`src/rtl/vfmt_pkg.sv`:
```
package vfmt_pkg;
   // Number of words in one timing code
   localparam int unsigned CODE_LEN = 4;
   // Significance of the reference 8-bit code grid
   localparam int unsigned REF_W    = 8;

   // Status byte on the 8-bit grid: marker, F, V, H, then four protection bits
   function automatic logic [REF_W-1:0] status_byte(input logic f, input logic v, input logic h);
      return {1'b1, f, v, h, v ^ h, f ^ h, f ^ v, f ^ v ^ h};
   endfunction
endpackage

```
`src/rtl/vfmt_delay.sv`:
```
module vfmt_delay #(
   parameter int unsigned WIDTH = 1,
   parameter int unsigned DEPTH = 1
) (
   input  logic             clk,
   input  logic             rst_n,
   input  logic [WIDTH-1:0] d_in,
   output logic [WIDTH-1:0] d_out
);
   logic [WIDTH-1:0] stage [DEPTH];

   generate
      if (DEPTH < 1) begin : g_bad_depth
         $error("vfmt_delay: DEPTH must be at least 1");
      end
   endgenerate

   always_ff @(posedge clk or negedge rst_n) begin
      if (!rst_n) begin
         for (int i = 0; i < int'(DEPTH); i++) stage[i] <= '0;
      end else begin
         stage[0] <= d_in;
         for (int i = 1; i < int'(DEPTH); i++) stage[i] <= stage[i-1];
      end
   end

   assign d_out = stage[DEPTH-1];
endmodule

```
`src/rtl/vfmt_limit.sv`:
```
module vfmt_limit #(
   parameter int unsigned DATA_W = 10
) (
   input  logic [DATA_W-1:0] raw,
   output logic [DATA_W-1:0] lim
);
   localparam int unsigned SH = DATA_W - vfmt_pkg::REF_W;
   localparam logic [DATA_W-1:0] LO_W = DATA_W'(1) << SH;
   localparam logic [DATA_W-1:0] HI_W = (DATA_W'(254) << SH) | DATA_W'((64'd1 << SH) - 64'd1);

   always_comb begin
      if (raw < LO_W)      lim = LO_W;
      else if (raw > HI_W) lim = HI_W;
      else                 lim = raw;
   end
endmodule

```
`src/rtl/vfmt_word_sel.sv`:
```
module vfmt_word_sel #(
   parameter int unsigned DATA_W = 10,
   parameter int unsigned CL     = vfmt_pkg::CODE_LEN
) (
   input  logic [2*CL:0]      hist,     // hist[0] = line flag now, hist[i] = i edges ago
   input  logic               f_new,
   input  logic               vb_new,   // blanking flag for the line about to start
   input  logic               f_old,
   input  logic               vb_old,   // blanking flag aligned with delayed samples
   input  logic [DATA_W-1:0]  pix_lim,
   output logic [DATA_W-1:0]  word
);
   localparam int unsigned TAPS  = 2 * CL;
   localparam int unsigned IDX_W = (CL > 1) ? $clog2(CL) : 1;
   localparam int unsigned SH    = DATA_W - vfmt_pkg::REF_W;
   localparam logic [DATA_W-1:0] BLANK_W = DATA_W'(16) << SH;

   logic [IDX_W-1:0] sav_idx;
   logic [IDX_W-1:0] eav_idx;
   logic             eav_on;

   function automatic logic [DATA_W-1:0] code_word(input logic [IDX_W-1:0] idx,
                                                    input logic f, input logic v, input logic h);
      if (idx == '0)                  return '1;
      else if (idx == IDX_W'(CL - 1)) return DATA_W'(vfmt_pkg::status_byte(f, v, h)) << SH;
      else                            return '0;
   endfunction

   always_comb begin
      sav_idx = '0;
      eav_idx = '0;
      eav_on  = |hist[TAPS:CL+1];
      for (int i = 1; i < int'(CL); i++) begin
         if (hist[i]) sav_idx = IDX_W'(i);
      end
      for (int j = int'(CL) - 1; j >= 0; j--) begin
         if (hist[int'(CL) + 1 + j]) eav_idx = IDX_W'(j);
      end
      if (hist[CL])      word = vb_old ? BLANK_W : pix_lim;
      else if (eav_on)   word = code_word(eav_idx, f_old, vb_old, 1'b1);
      else if (hist[0])  word = code_word(sav_idx, f_new, vb_new, 1'b0);
      else               word = BLANK_W;
   end
endmodule

```
`src/rtl/stream_code_framer.sv`:
```
module stream_code_framer #(
   parameter int unsigned DATA_W = 10
) (
   input  logic              clk,
   input  logic              rst_n,
   input  logic              pwr_dn,
   input  logic              bits8_mode,
   input  logic              line_ref,
   input  logic              frame_ref,
   input  logic              field_even,
   input  logic [DATA_W-1:0] pix_in,
   output logic [DATA_W-1:0] vid_out
);
   localparam int unsigned CL   = vfmt_pkg::CODE_LEN;
   localparam int unsigned TAPS = 2 * CL;
   localparam int unsigned SH   = DATA_W - vfmt_pkg::REF_W;
   localparam logic [DATA_W-1:0] BLANK_W = DATA_W'(16) << SH;
   localparam logic [DATA_W-1:0] NARROW_MASK = ~DATA_W'((64'd1 << SH) - 64'd1);

   generate
      if (DATA_W < vfmt_pkg::REF_W) begin : g_bad_width
         $error("stream_code_framer: DATA_W must be at least 8");
      end
      if (CL < 2) begin : g_bad_code
         $error("stream_code_framer: code length must be at least 2");
      end
   endgenerate

   // Line flag history, one single-stage register per tap
   logic [TAPS:0] hist;
   assign hist[0] = line_ref;

   generate
      for (genvar t = 1; t <= int'(TAPS); t++) begin : g_hist
         vfmt_delay #(.WIDTH(1), .DEPTH(1)) u_tap (
            .clk   (clk),
            .rst_n (rst_n),
            .d_in  (hist[t-1]),
            .d_out (hist[t])
         );
      end
   endgenerate

   // Sample and line flags delayed to line up behind the start code
   logic [DATA_W+1:0] pdly;
   vfmt_delay #(.WIDTH(DATA_W + 2), .DEPTH(CL)) u_pix_dly (
      .clk   (clk),
      .rst_n (rst_n),
      .d_in  ({field_even, frame_ref, pix_in}),
      .d_out (pdly)
   );

   logic [DATA_W-1:0] pix_lim;
   vfmt_limit #(.DATA_W(DATA_W)) u_lim (
      .raw (pdly[DATA_W-1:0]),
      .lim (pix_lim)
   );

   logic [DATA_W-1:0] word;
   vfmt_word_sel #(.DATA_W(DATA_W), .CL(CL)) u_sel (
      .hist    (hist),
      .f_new   (field_even),
      .vb_new  (~frame_ref),
      .f_old   (pdly[DATA_W+1]),
      .vb_old  (~pdly[DATA_W]),
      .pix_lim (pix_lim),
      .word    (word)
   );

   always_ff @(posedge clk or negedge rst_n) begin
      if (!rst_n)          vid_out <= BLANK_W;
      else if (pwr_dn)     vid_out <= BLANK_W;
      else if (bits8_mode) vid_out <= word & NARROW_MASK;
      else                 vid_out <= word;
   end
endmodule

```
`config.mk`:
```
export PLATFORM = sky130hd
export DESIGN_NAME = stream_code_framer
export DESIGN_NICKNAME = d
export VERILOG_FILES = /design/src/rtl/vfmt_pkg.sv /design/src/rtl/vfmt_delay.sv /design/src/rtl/vfmt_limit.sv /design/src/rtl/vfmt_word_sel.sv /design/src/rtl/stream_code_framer.sv
export SDC_FILE = /design/constraint.sdc
export NUM_CORES = 1
export LEC_CHECK = 0
export BUFFER_PORTS_ARGS = -buffer_cell sky130_fd_sc_hd__buf_2
export CAP_MARGIN = 30
export CORE_UTILIZATION = 45
export DETAILED_ROUTE_END_ITERATION = 10
export PLACE_DENSITY_LB_ADDON = 0.1
export SLEW_MARGIN = 30
export SYNTH_ARGS = -nofsm -noshare
export SYNTH_HDL_FRONTEND = slang
export SYNTH_SLANG_ARGS = --single-unit
```
`constraint.sdc`:
```
create_clock -name clk -period 2.12 [get_ports clk]
set_input_delay 0.212 -clock clk [delete_from_list [all_inputs] [get_ports clk]]
set_output_delay 0.212 -clock clk [all_outputs]
set_load 0.005 [all_outputs]
```
==> results of run 1 <==
[power breakdown]
part / total [uW] / switching, uW / internal, uW
logic: 149 / 81.4 / 67.8
clock network: 1280 / 462 / 817
registers: 1360 / 28.7 / 1330
total: 2780 / 572 / 2210
[repair_timing]
item / in CTS / in global routing
gates resized for setup: 0 / 0
endpoints found under the setup margin: 0 / 0
hold endpoints to repair: 75 / 0
hold buffers: 11 / 0
[cells in the mapped netlist (all sizes together)]
library cell and instances:
nand2b 1, nor2 7, a21o 1, nand3 1
and2b 1, dfrtp 65, or2 2, o2bb2ai 1
ha 4, nand2 10, dfstp 1, and3b 1
xnor2 1, clkbuf 1, a21oi 8, xor2 1
inv 7, o21bai 2, nor2b 2, and3 1
nor4 3, a2111oi 2, o21ai 13, buf 1
nand4 2, nand3b 1, nor3b 1, mux2i 1
[area by class of cell]
class	count	area [um2]
multi-input combinational	67	467
clock buffer	10	138
clock inverter	6	113
sequential	66	1650
timing repair buffer	40	263
inverter	7	26.3
fill	341	1750
tap	52	65.1
[logic make-up after synthesis]
logic type / Yosys count / synth area share
AO/OA/AOI/OAI: 27 / 0.0937
XOR/XNOR: 2 / 0.00810
adder cells (fa/ha/maj): 4 / 0.0231
buffers and inverters: 9 / 0.0197
flip-flops: 66 / 0.764
multiplexers: 1 / 0.00463
AND/OR/NAND/NOR: 33 / 0.0862
[metrics by stage]
step | power [uW] | cell area, um2
floorplan | 1440 | 2160
global placement | 1510 | 2360
detailed placement | 1520 | 2360
CTS | 2820 | 2720
global route | 2900 | 2720
finish | 2780 | 2720
[registers in the layout (all words and copies together), names as in the netlist]
register / cells
vid_out: 10
u_pix_dly.d_out: 12
u_pix_dly.stage: 36
g_hist.u_tap.d_out: 8
[how the worst max path moves through the flow]
stage	from	endpoint	slack (ns)	depth (start not counted)
after global placement	g_hist[7].u_tap.d_out	vid_out[1]	0.48	6
after CTS	g_hist[7].u_tap.d_out	vid_out[0]	0.41	6
after detailed placement	g_hist[7].u_tap.d_out	vid_out[0]	0.42	6
after floorplan	g_hist[7].u_tap.d_out	vid_out[0]	0.53	7
after global routing	g_hist[7].u_tap.d_out	vid_out[0]	0.26	6
final	g_hist[7].u_tap.d_out	vid_out[1]	0.43	6
[worst reg2reg max path: stages, from the launching register on]
cell and delay (ns):
sky130_fd_sc_hd__dfrtp_1 0.43, sky130_fd_sc_hd__and2b_2 0.23, sky130_fd_sc_hd__o21bai_1 0.08, sky130_fd_sc_hd__ha_1 0.20, sky130_fd_sc_hd__or2_1 0.33, sky130_fd_sc_hd__a21oi_4 0.25, sky130_fd_sc_hd__a2111oi_4 0.05
[metal layers]
layer | routed length [um] | part of all wire
met1 | 1410 | 0.45
met2 | 1540 | 0.49
met3 | 154 | 0.049
met4 | 56 | 0.018
met5 | 0 | 0
==> PnR_summary.wiki, run 1 <==
{| class="wikitable"
! Metric !! Value
|-
| Worst reg2reg endpoint || vid_out[1]
|-
| Kind of end point of the critical path || flip-flop
|-
| Synthesized area per cell || 15.2 um2
|-
| Number of cell instances on the worst register-to-register path || 6
|-
| Number of setup buffers added after CTS || 0
|-
| Critical Path Source Type || flip-flop
|-
| Top area cells in the synthesized netlist || sky130_fd_sc_hd__dfrtp_1, sky130_fd_sc_hd__o21ai_0, sky130_fd_sc_hd__a2111oi_4
|-
| Initial Utilization || 0.483
|-
| Most Used Layer, Global Route || met2
|-
| CTS clk-pin slew, worst paths || 0.07 ns
|-
| Clk_lat worst skew || 0.34 ns
|-
| Top cell type by total area after synthesis || sky130_fd_sc_hd__dfrtp_1
|-
| Number of detailed-routing iterations run before antenna repair || 7
|-
| Most used cells in the layout excluding fill and tap cells || sky130_fd_sc_hd__dfrtp_1, sky130_fd_sc_hd__buf_2, sky130_fd_sc_hd__o21ai_0
|-
| Via count || 1215
|-
| Proportion of synthesized chip area in sequential cells || 0.764
|-
| Final count of hold timing violations || 0
|-
| Number of buffers inserted during clock tree synthesis || 9
|-
| Result of the run || finished with violations
|-
| Wire length of the first global-routing pass || 5.59 mm
|-
| Crit path required time || 2.32 ns
|-
| RSZ-0062 raised after global routing || false
|-
| Number of nets in the layout || 212
|-
| Number of antenna violations at the first check in global routing || 0
|-
| Fin crit share || 0.798
|-
| Via-to-Cell Ratio || 4.90
|-
| Signed area change from the synthesized netlist to the final layout || 26.0%
|-
| Final standard cell utilization of the core || 0.609
|-
| Number of standard-cell rows in the floorplan || 24
|-
| Cell breakdown of the critical path || and2b_2 > o21bai_1 > ha_1 > or2_1 > a21oi_4 > a2111oi_4
|-
| #FFs+latches synth || 66
|-
| Share of final-layout standard cells stronger than drive strength 1 || 0.270
|-
| Beginning of the worst register-to-register path || g_hist[7].u_tap.d_out
|-
| Instance count of the mapped netlist || 142
|-
| Placeable Area || 0.00447 mm2
|-
| Number of nets produced by synthesis || 163
|-
| Setup total negative slack || 0 ns
|-
| Cell Count, Final, Fillers Out || 248
|-
| CP max stage cell || sky130_fd_sc_hd__dfrtp_1
|-
| Largest net degree at the start of global routing || 34
|-
| Share of the synthesized area in the top cell type || 0.752
|-
| Cell depth of the worst hold path || 1
|-
| Setup violators final || 0
|-
| Worst Setup Slack, final || 0.429 ns
|-
| Worst min-delay path startpoint || field_even
|-
| Count of input and output buffers || 26
|-
| Cell at the root of the clock tree || sky130_fd_sc_hd__clkbuf_8
|-
| # H-tree levels || 3
|-
| Deepest clock path buffer count || 2
|-
| Number of cells after detailed placement || 221
|-
| Yosys warning total || 0
|-
| Number of I/O pins || 27
|-
| Clk sink count || 66
|-
| Die ar. || 0.00509 mm2
|-
| Total leakage power || 0.00128 uW
|-
| Leading cell type in the layout, fill and taps excluded || sky130_fd_sc_hd__dfrtp_1
|-
| Half-perimeter wire length of the detailed placement result || 2.14 mm
|-
| Post-route ant nets || 0
|-
| Met1 track demand over resource in global routing || 0.178
|-
| Type of the most critical hold path || in2reg
|-
| GR Util met3 || 0.0605
|-
| Weighted congestion reported at the end of routability-driven placement || 0.858
|-
| DRC viols || 1
|-
| Register-to-Register Setup Slack || 0.43 ns
|-
| Count of buffer and inverter cells on the critical path || 0
|-
| Endpoint with the worst hold slack || u_pix_dly.stage[47]
|-
| Remaining max-slew budget at the tightest pin || 0.575
|-
| Count of unique library cells instantiated by Yosys || 31
|-
| Grt met2 use || 0.234
|-
| Worst voltage drop across the vdd grid || 0.675 mV
|-
| Crit-path max cell delay || 0.43 ns
|-
| Total congestion overflow after global routing || 0
|-
| DRT iter0 DRCs || 28
|-
| Vias in the first global route || 1250
|-
| CP top delay family || simple AND/OR/NAND/NOR gates
|-
| Violated checks || DRC
|-
| Total routed wirelength || 3.16 mm
|-
| Maximum fanout along the worst path || 7
|-
| Post-placement setup slack || 0.424 ns
|-
| Clock tree from TritonCTS || built
|-
| Skew final || 0.0112 ns
|-
| ANT cells || 0
|-
| Worst-Margin Slew || 0.636 ns
|-
| Crit path kind || reg2reg
|-
| Vertical die dimension || 71.3 um
|-
| Post-Route Hold Slack || 0.0240 ns
|-
| Count of final max-slew check failures || 0
|-
| Cell Area, Synth || 0.00216 mm2
|-
| Chip Width || 71.3 um
|-
| Average wire length per cell after detail routing || 12.7 um
|-
| Top achievable clock speed || 591 MHz
|-
| Arrival time of the worst setup path || 1.89 ns
|-
| Min cycle time layout || 1.69 ns
|-
| Overall Global Routing Usage || 0.147
|-
| Power per cell area || 1020 mW/mm2
|-
| Max Cap Violations || 0
|}
No activity file was read; power rests on OpenSTA's default activity.
==> run 2: changes to the inputs <==
==> constraint.sdc (replaced) <==
create_clock -name clk -period 1.57 [get_ports clk]
set_input_delay 0.157 -clock clk [delete_from_list [all_inputs] [get_ports clk]]
set_output_delay 0.157 -clock clk [all_outputs]
set_load 0.005 [all_outputs]
==> PnR_summary.wiki, run 2 (same netlist as run 1, synthesis figures left out) <==
{| class="wikitable"
! Metric !! Value
|-
| Result of the run || finished with violations
|-
| Violated checks || DRC
|-
| Beginning of the worst register-to-register path || g_hist[7].u_tap.d_out
|-
| Average wire length per cell after detail routing || 12.2 um
|-
| Worst voltage drop across the vdd grid || 0.749 mV
|-
| Number of standard-cell rows in the floorplan || 24
|-
| Vertical die dimension || 71.3 um
|-
| Die ar. || 0.00509 mm2
|-
| Deepest clock path buffer count || 2
|-
| Min cycle time layout || 1.52 ns
|-
| Max reg flops || 36
|-
| Number of antenna violations at the first check in global routing || 0
|-
| Kind of end point of the critical path || flip-flop
|-
| Wire length of the first global-routing pass || 5.55 mm
|-
| Number of buffers inserted during clock tree synthesis || 9
|-
| Signed area change from the synthesized netlist to the final layout || 29.6%
|-
| Number of detailed-routing iterations run before antenna repair || 7
|-
| Post-placement setup slack || -0.0444 ns
|-
| Total leakage power || 0.00130 uW
|-
| Largest net degree at the start of global routing || 67
|-
| Timing startpoint of the critical path || g_hist[7].u_tap.d_out
|-
| Post-route ant nets || 0
|-
| Max Cap Violations || 0
|-
| Top reg by flops || u_pix_dly.stage
|-
| Multi-input gate area || 505 um2
|-
| # H-tree levels || 3
|-
| Chip Width || 71.3 um
|-
| Total congestion overflow after global routing || 0
|-
| Post-Route Hold Slack || 0.0615 ns
|-
| Placeable Area || 0.00447 mm2
|-
| Setup total negative slack || 0 ns
|-
| Setup violators final || 0
|-
| Clock tree from TritonCTS || built
|-
| Count of final max-slew check failures || 0
|-
| Remaining max-slew budget at the tightest pin || 0.724
|-
| Arrival time of the worst setup path || 1.72 ns
|-
| Maximum fanout along the worst path || 7
|-
| Number of nets in the layout || 221
|-
| Worst reg2reg endpoint || vid_out[0]
|-
| DRC viols || 1
|-
| Total routed wirelength || 3.13 mm
|-
| Number of cell instances on the worst register-to-register path || 6
|-
| Half-perimeter wire length of the detailed placement result || 2.09 mm
|-
| Most used cells in the layout excluding fill and tap cells || sky130_fd_sc_hd__dfrtp_1, sky130_fd_sc_hd__buf_2, sky130_fd_sc_hd__dlygate4sd3_1
|-
| DRT iter0 DRCs || 71
|-
| Skew final || 0.00845 ns
|-
| Worst Setup EP || vid_out[0]
|-
| Clk network pwr share || 0.396
|-
| Final standard cell utilization of the core || 0.626
|-
| RSZ-0062 raised after global routing || true
|-
| Count of input and output buffers || 26
|-
| Clk_lat worst skew || 0.33 ns
|-
| Weighted congestion reported at the end of routability-driven placement || 0.847
|-
| Power per cell area || 1220 mW/mm2
|-
| Share of final-layout standard cells stronger than drive strength 1 || 0.327
|-
| Cell at the root of the clock tree || sky130_fd_sc_hd__clkbuf_8
|-
| Number of I/O pins || 27
|-
| Combinational Power Share || 0.069
|-
| Register-to-Register Setup Slack || 0.05 ns
|-
| Leading cell type in the layout, fill and taps excluded || sky130_fd_sc_hd__dfrtp_1
|-
| Final count of hold timing violations || 0
|-
| Top achievable clock speed || 657 MHz
|-
| Via count || 1227
|-
| Crit path required time || 1.77 ns
|-
| Type of the most critical hold path || in2reg
|-
| ANT cells || 0
|-
| Sw frac || 0.215
|-
| Net switching component of the power || 733 uW
|-
| Area occupied by registers || 0.00165 mm2
|-
| Clk sink count || 66
|-
| Cell Int Power || 2680 uW
|-
| Fin crit share || 0.970
|-
| CTS clk-pin slew, worst paths || 0.06 ns
|-
| Overall Global Routing Usage || 0.155
|-
| Worst Setup Slack, final || 0.0470 ns
|-
| # fillers || 348
|-
| Critical Path Source Type || flip-flop
|-
| Vias in the first global route || 1331
|-
| Worst-Margin Slew || 0.410 ns
|-
| Initial Utilization || 0.483
|-
| Via-to-Cell Ratio || 4.77
|-
| Crit path kind || reg2reg
|-
| Share of total power in sequential cells || 0.535
|}
==> run 2: cell count changes in the layout (fill, tap and decap cells not counted), sizes merged <==
cell,delta
clkinvlp,+1
dlygate4sd3,+3
clkbuf,+2
inv,-1
bufinv,-2
buf,+6
==> run 2: cell type report <==
class / instances / area share
clock buffer: 12 / 0.0518
clock inverter: 4 / 0.0183
inverter: 7 / 0.00938
multi-input combinational: 67 / 0.180
sequential: 66 / 0.590
tap: 52 / 0.0232
timing repair buffer: 49 / 0.126
==> run 2: what timing repair did <==
action | 4_1_cts | 5_1_grt
hold endpoints to repair | 78 | 0
pin swaps | 0 | 1
resized for setup | 4 | 15
hold buffers | 14 | 0
setup endpoints to repair | 7 | 9
buffers inserted | 0 | 1
==> run 2: worst min path at each step <==
stage	slack, ns	endpoint	start	depth (start not counted)
floorplan	-0.14	g_hist[1].u_tap.d_out	rst_n	0
global placement	0.19	u_pix_dly.d_out[11]	rst_n	2
detailed placement	0.19	u_pix_dly.stage[23]	rst_n	2
CTS	0.04	vid_out[0]	bits8_mode	2
global route	0.03	vid_out[0]	bits8_mode	2
finish	0.06	vid_out[0]	bits8_mode	2
==> run 2: per-stage QoR <==
| step | instances | instance area, um2 | total power [uW] |
|---|---|---|---|
| 6_report | 257 | 2800 | 3420 |
| 5_1_grt | 257 | 2800 | 3600 |
| 4_1_cts | 256 | 2750 | 3480 |
| 3_5_place_dp | 226 | 2410 | 2060 |
| 3_3_place_gp | 226 | 2410 | 2050 |
| 2_1_floorplan | 142 | 2160 | 1940 |
==> run 2: power groups by stage <==
stage               sequential [uW]  clock (uW)  combinational [uW]
floorplan                      1860           0                88.4
global placement               1860           0                 194
detailed placement             1860           0                 199
CTS                            1830        1420                 229
global route                   1840        1500                 266
finish                         1830        1350                 237
==> run 2: per-layer routing <==
layer | part of all wire | up-vias | GRT usage | wire, um
met4 | 0.018 | 0 | 0.104 | 55
met5 | 0 | - | 0 | 0
met2 | 0.52 | 32 | 0.256 | 1620
met3 | 0.053 | 4 | 0.0858 | 167
met1 | 0.41 | 603 | 0.147 | 1290
li1 | - | 588 | - | -
==> run 2: worst max-delay path, cell delays in order, from the launching register on <==
cell                        delay (ns)
sky130_fd_sc_hd__dfrtp_1          0.41
sky130_fd_sc_hd__and2b_2          0.23
sky130_fd_sc_hd__o21bai_2         0.07
sky130_fd_sc_hd__ha_2             0.18
sky130_fd_sc_hd__or2_4            0.27
sky130_fd_sc_hd__a21oi_4          0.20
sky130_fd_sc_hd__a2111oi_4        0.04
==> run 3: changes to the inputs <==
--- a/config.mk
+++ b/config.mk
@@ -7,7 +7,9 @@
 export LEC_CHECK = 0
 export BUFFER_PORTS_ARGS = -buffer_cell sky130_fd_sc_hd__buf_2
 export CAP_MARGIN = 30
-export CORE_UTILIZATION = 45
+export CORE_ASPECT_RATIO = 2
+export CORE_MARGIN = 2
+export CORE_UTILIZATION = 55
 export DETAILED_ROUTE_END_ITERATION = 10
 export PLACE_DENSITY_LB_ADDON = 0.1
 export SLEW_MARGIN = 30
==> PnR_summary.wiki, run 3 (same netlist as run 1, synthesis figures left out) <==
{| class="wikitable"
! Metric !! Value
|-
| Chip Width || 48.3 um
|-
| Max reg flops || 36
|-
| Total routed wirelength || 3.61 mm
|-
| Signed area change from the synthesized netlist to the final layout || 33.6%
|-
| Design area || 0.00289 mm2
|-
| Share of final-layout standard cells stronger than drive strength 1 || 0.362
|-
| Crit path kind || reg2reg
|-
| Count of final max-slew check failures || 0
|-
| Setup violators final || 2
|-
| DRC viols || 0
|-
| Final count of hold timing violations || 0
|-
| RSZ-0062 raised after global routing || true
|-
| Vias in the first global route || 1395
|-
| Worst voltage drop across the vdd grid || 0.912 mV
|-
| Critical Path Source Type || flip-flop
|-
| Weighted congestion reported at the end of routability-driven placement || 0.983
|-
| Via count || 1260
|-
| Fin crit share || 1.02
|-
| Number of nets in the layout || 226
|-
| # H-tree levels || 3
|-
| Largest net degree at the start of global routing || 67
|-
| Initial Utilization || 0.568
|-
| Number of detailed-routing iterations run before antenna repair || 4
|-
| Die ar. || 0.00448 mm2
|-
| Skew final || 0.00298 ns
|-
| Register-to-Register Setup Slack || -0.03 ns
|-
| Most used cells in the layout excluding fill and tap cells || sky130_fd_sc_hd__dfrtp_1, sky130_fd_sc_hd__buf_2, sky130_fd_sc_hd__dlygate4sd3_1
|-
| Top achievable clock speed || 626 MHz
|-
| DRT iter0 DRCs || 26
|-
| Violated checks || setup timing
|-
| Number of I/O pins || 27
|-
| Kind of end point of the critical path || flip-flop
|-
| Clk sink count || 66
|-
| Maximum fanout along the worst path || 4
|-
| Cell at the root of the clock tree || sky130_fd_sc_hd__clkbuf_8
|-
| Clock tree from TritonCTS || built
|-
| Number of buffers inserted during clock tree synthesis || 9
|-
| Placed inst area || 0.00240 mm2
|-
| Arrival time of the worst setup path || 1.80 ns
|-
| Overall Global Routing Usage || 0.192
|-
| Type of the most critical hold path || in2reg
|-
| Average wire length per cell after detail routing || 13.8 um
|-
| Post-Route Hold Slack || 0.0299 ns
|-
| Count of input and output buffers || 26
|-
| ANT cells || 0
|-
| Half-perimeter wire length of the detailed placement result || 2.33 mm
|-
| Min cycle time layout || 1.60 ns
|-
| Crit path required time || 1.78 ns
|-
| CTS clk-pin slew, worst paths || 0.07 ns
|-
| Worst-Margin Slew || 0.377 ns
|-
| Clk_lat worst skew || 0.33 ns
|-
| PnR Total Power || 3610 uW
|-
| Number of standard-cell rows in the floorplan || 32
|-
| Power per cell area || 1250 mW/mm2
|-
| Via-to-Cell Ratio || 4.83
|-
| Number of antenna violations at the first check in global routing || 0
|-
| Top reg by flops || u_pix_dly.stage
|-
| Wire length of the first global-routing pass || 5.93 mm
|-
| Total congestion overflow after global routing || 0
|-
| Leading cell type in the layout, fill and taps excluded || sky130_fd_sc_hd__dfrtp_1
|-
| Max Cap Violations || 0
|-
| Total leakage power || 0.00133 uW
|-
| Post-route ant nets || 0
|-
| Remaining max-slew budget at the tightest pin || 0.746
|-
| Result of the run || finished with violations
|-
| Vertical die dimension || 92.7 um
|-
| Deepest clock path buffer count || 2
|-
| Placeable Area || 0.00380 mm2
|-
| Worst Setup Slack, final || -0.0275 ns
|}
==> run 3: changes by cell type in the layout (fill, tap and decap cells not counted), sizes merged <==
cell,before,now
buf,35,40
clkinv,2,3
clkbuf,12,9
bufinv,1,2
inv,7,8
==> run 3: timing repair <==
action,in CTS,in global routing
pin swaps,0,5
hold buffers,14,0
gates resized for setup,5,18
endpoints found under the hold margin,78,0
buffers inserted,0,7
endpoints found under the setup margin,8,10
==> run 3: worst paths after layout <==
check | startpoint | end | cells past startpoint
max in group asynchronous | rst_n | vid_out[6] | 3
max | g_hist[8].u_tap.d_out | vid_out[1] | 7
min in group asynchronous | rst_n | vid_out[9] | 3
max reg2reg | g_hist[8].u_tap.d_out | vid_out[1] | 7
min | bits8_mode | vid_out[1] | 2
min reg2reg | u_pix_dly.stage[30] | u_pix_dly.stage[18] | 0
==> run 3: where the power goes <==
group          internal (uW)  switching [uW]
logic                    123             128
registers               1790            39.3
clock network            905             627
total                   2820             794
==> run 3: per-stage QoR <==
step / worst slack [ns] / setup TNS (ns) / utilization / instances
after floorplan: 0.0150 / 0 / - / 142
after global placement: -0.0400 / -0.0800 / 0.632 / 224
after detailed placement: -0.130 / -0.531 / 0.632 / 224
after CTS: -0.0123 / -0.0279 / 0.731 / 254
after global routing: -0.0871 / -0.250 / 0.759 / 261
final: -0.0275 / -0.0285 / 0.759 / 261
==> run 3: layer usage <==
metal	part of all wire	up-vias	global-route usage	routed length, um
li1	-	601	-	-
met1	0.33	606	0.151	1190
met2	0.58	39	0.328	2080
met3	0.046	14	0.0855	167
met4	0.046	0	0.193	166
met5	0	-	0	0
==> run 3: area by class of cell <==
type                            count  area, um2
Clock buffer                        9        124
Clock inverter                      7        103
Fill cell                         228        916
Inverter                            7       26.3
Multi-Input combinational cell     67        524
Sequential cell                    66       1660
Tap cell                           51       63.8
Timing Repair Buffer               54        392
==> run 3: critical path: stages (launching register included) <==
cell and delay [ns]:
sky130_fd_sc_hd__dfrtp_1 0.40, sky130_fd_sc_hd__buf_4 0.15, sky130_fd_sc_hd__nor4_4 0.27, sky130_fd_sc_hd__buf_4 0.19, sky130_fd_sc_hd__nand2_4 0.07, sky130_fd_sc_hd__buf_6 0.12
sky130_fd_sc_hd__a21oi_4 0.20, sky130_fd_sc_hd__a2111oi_4 0.07
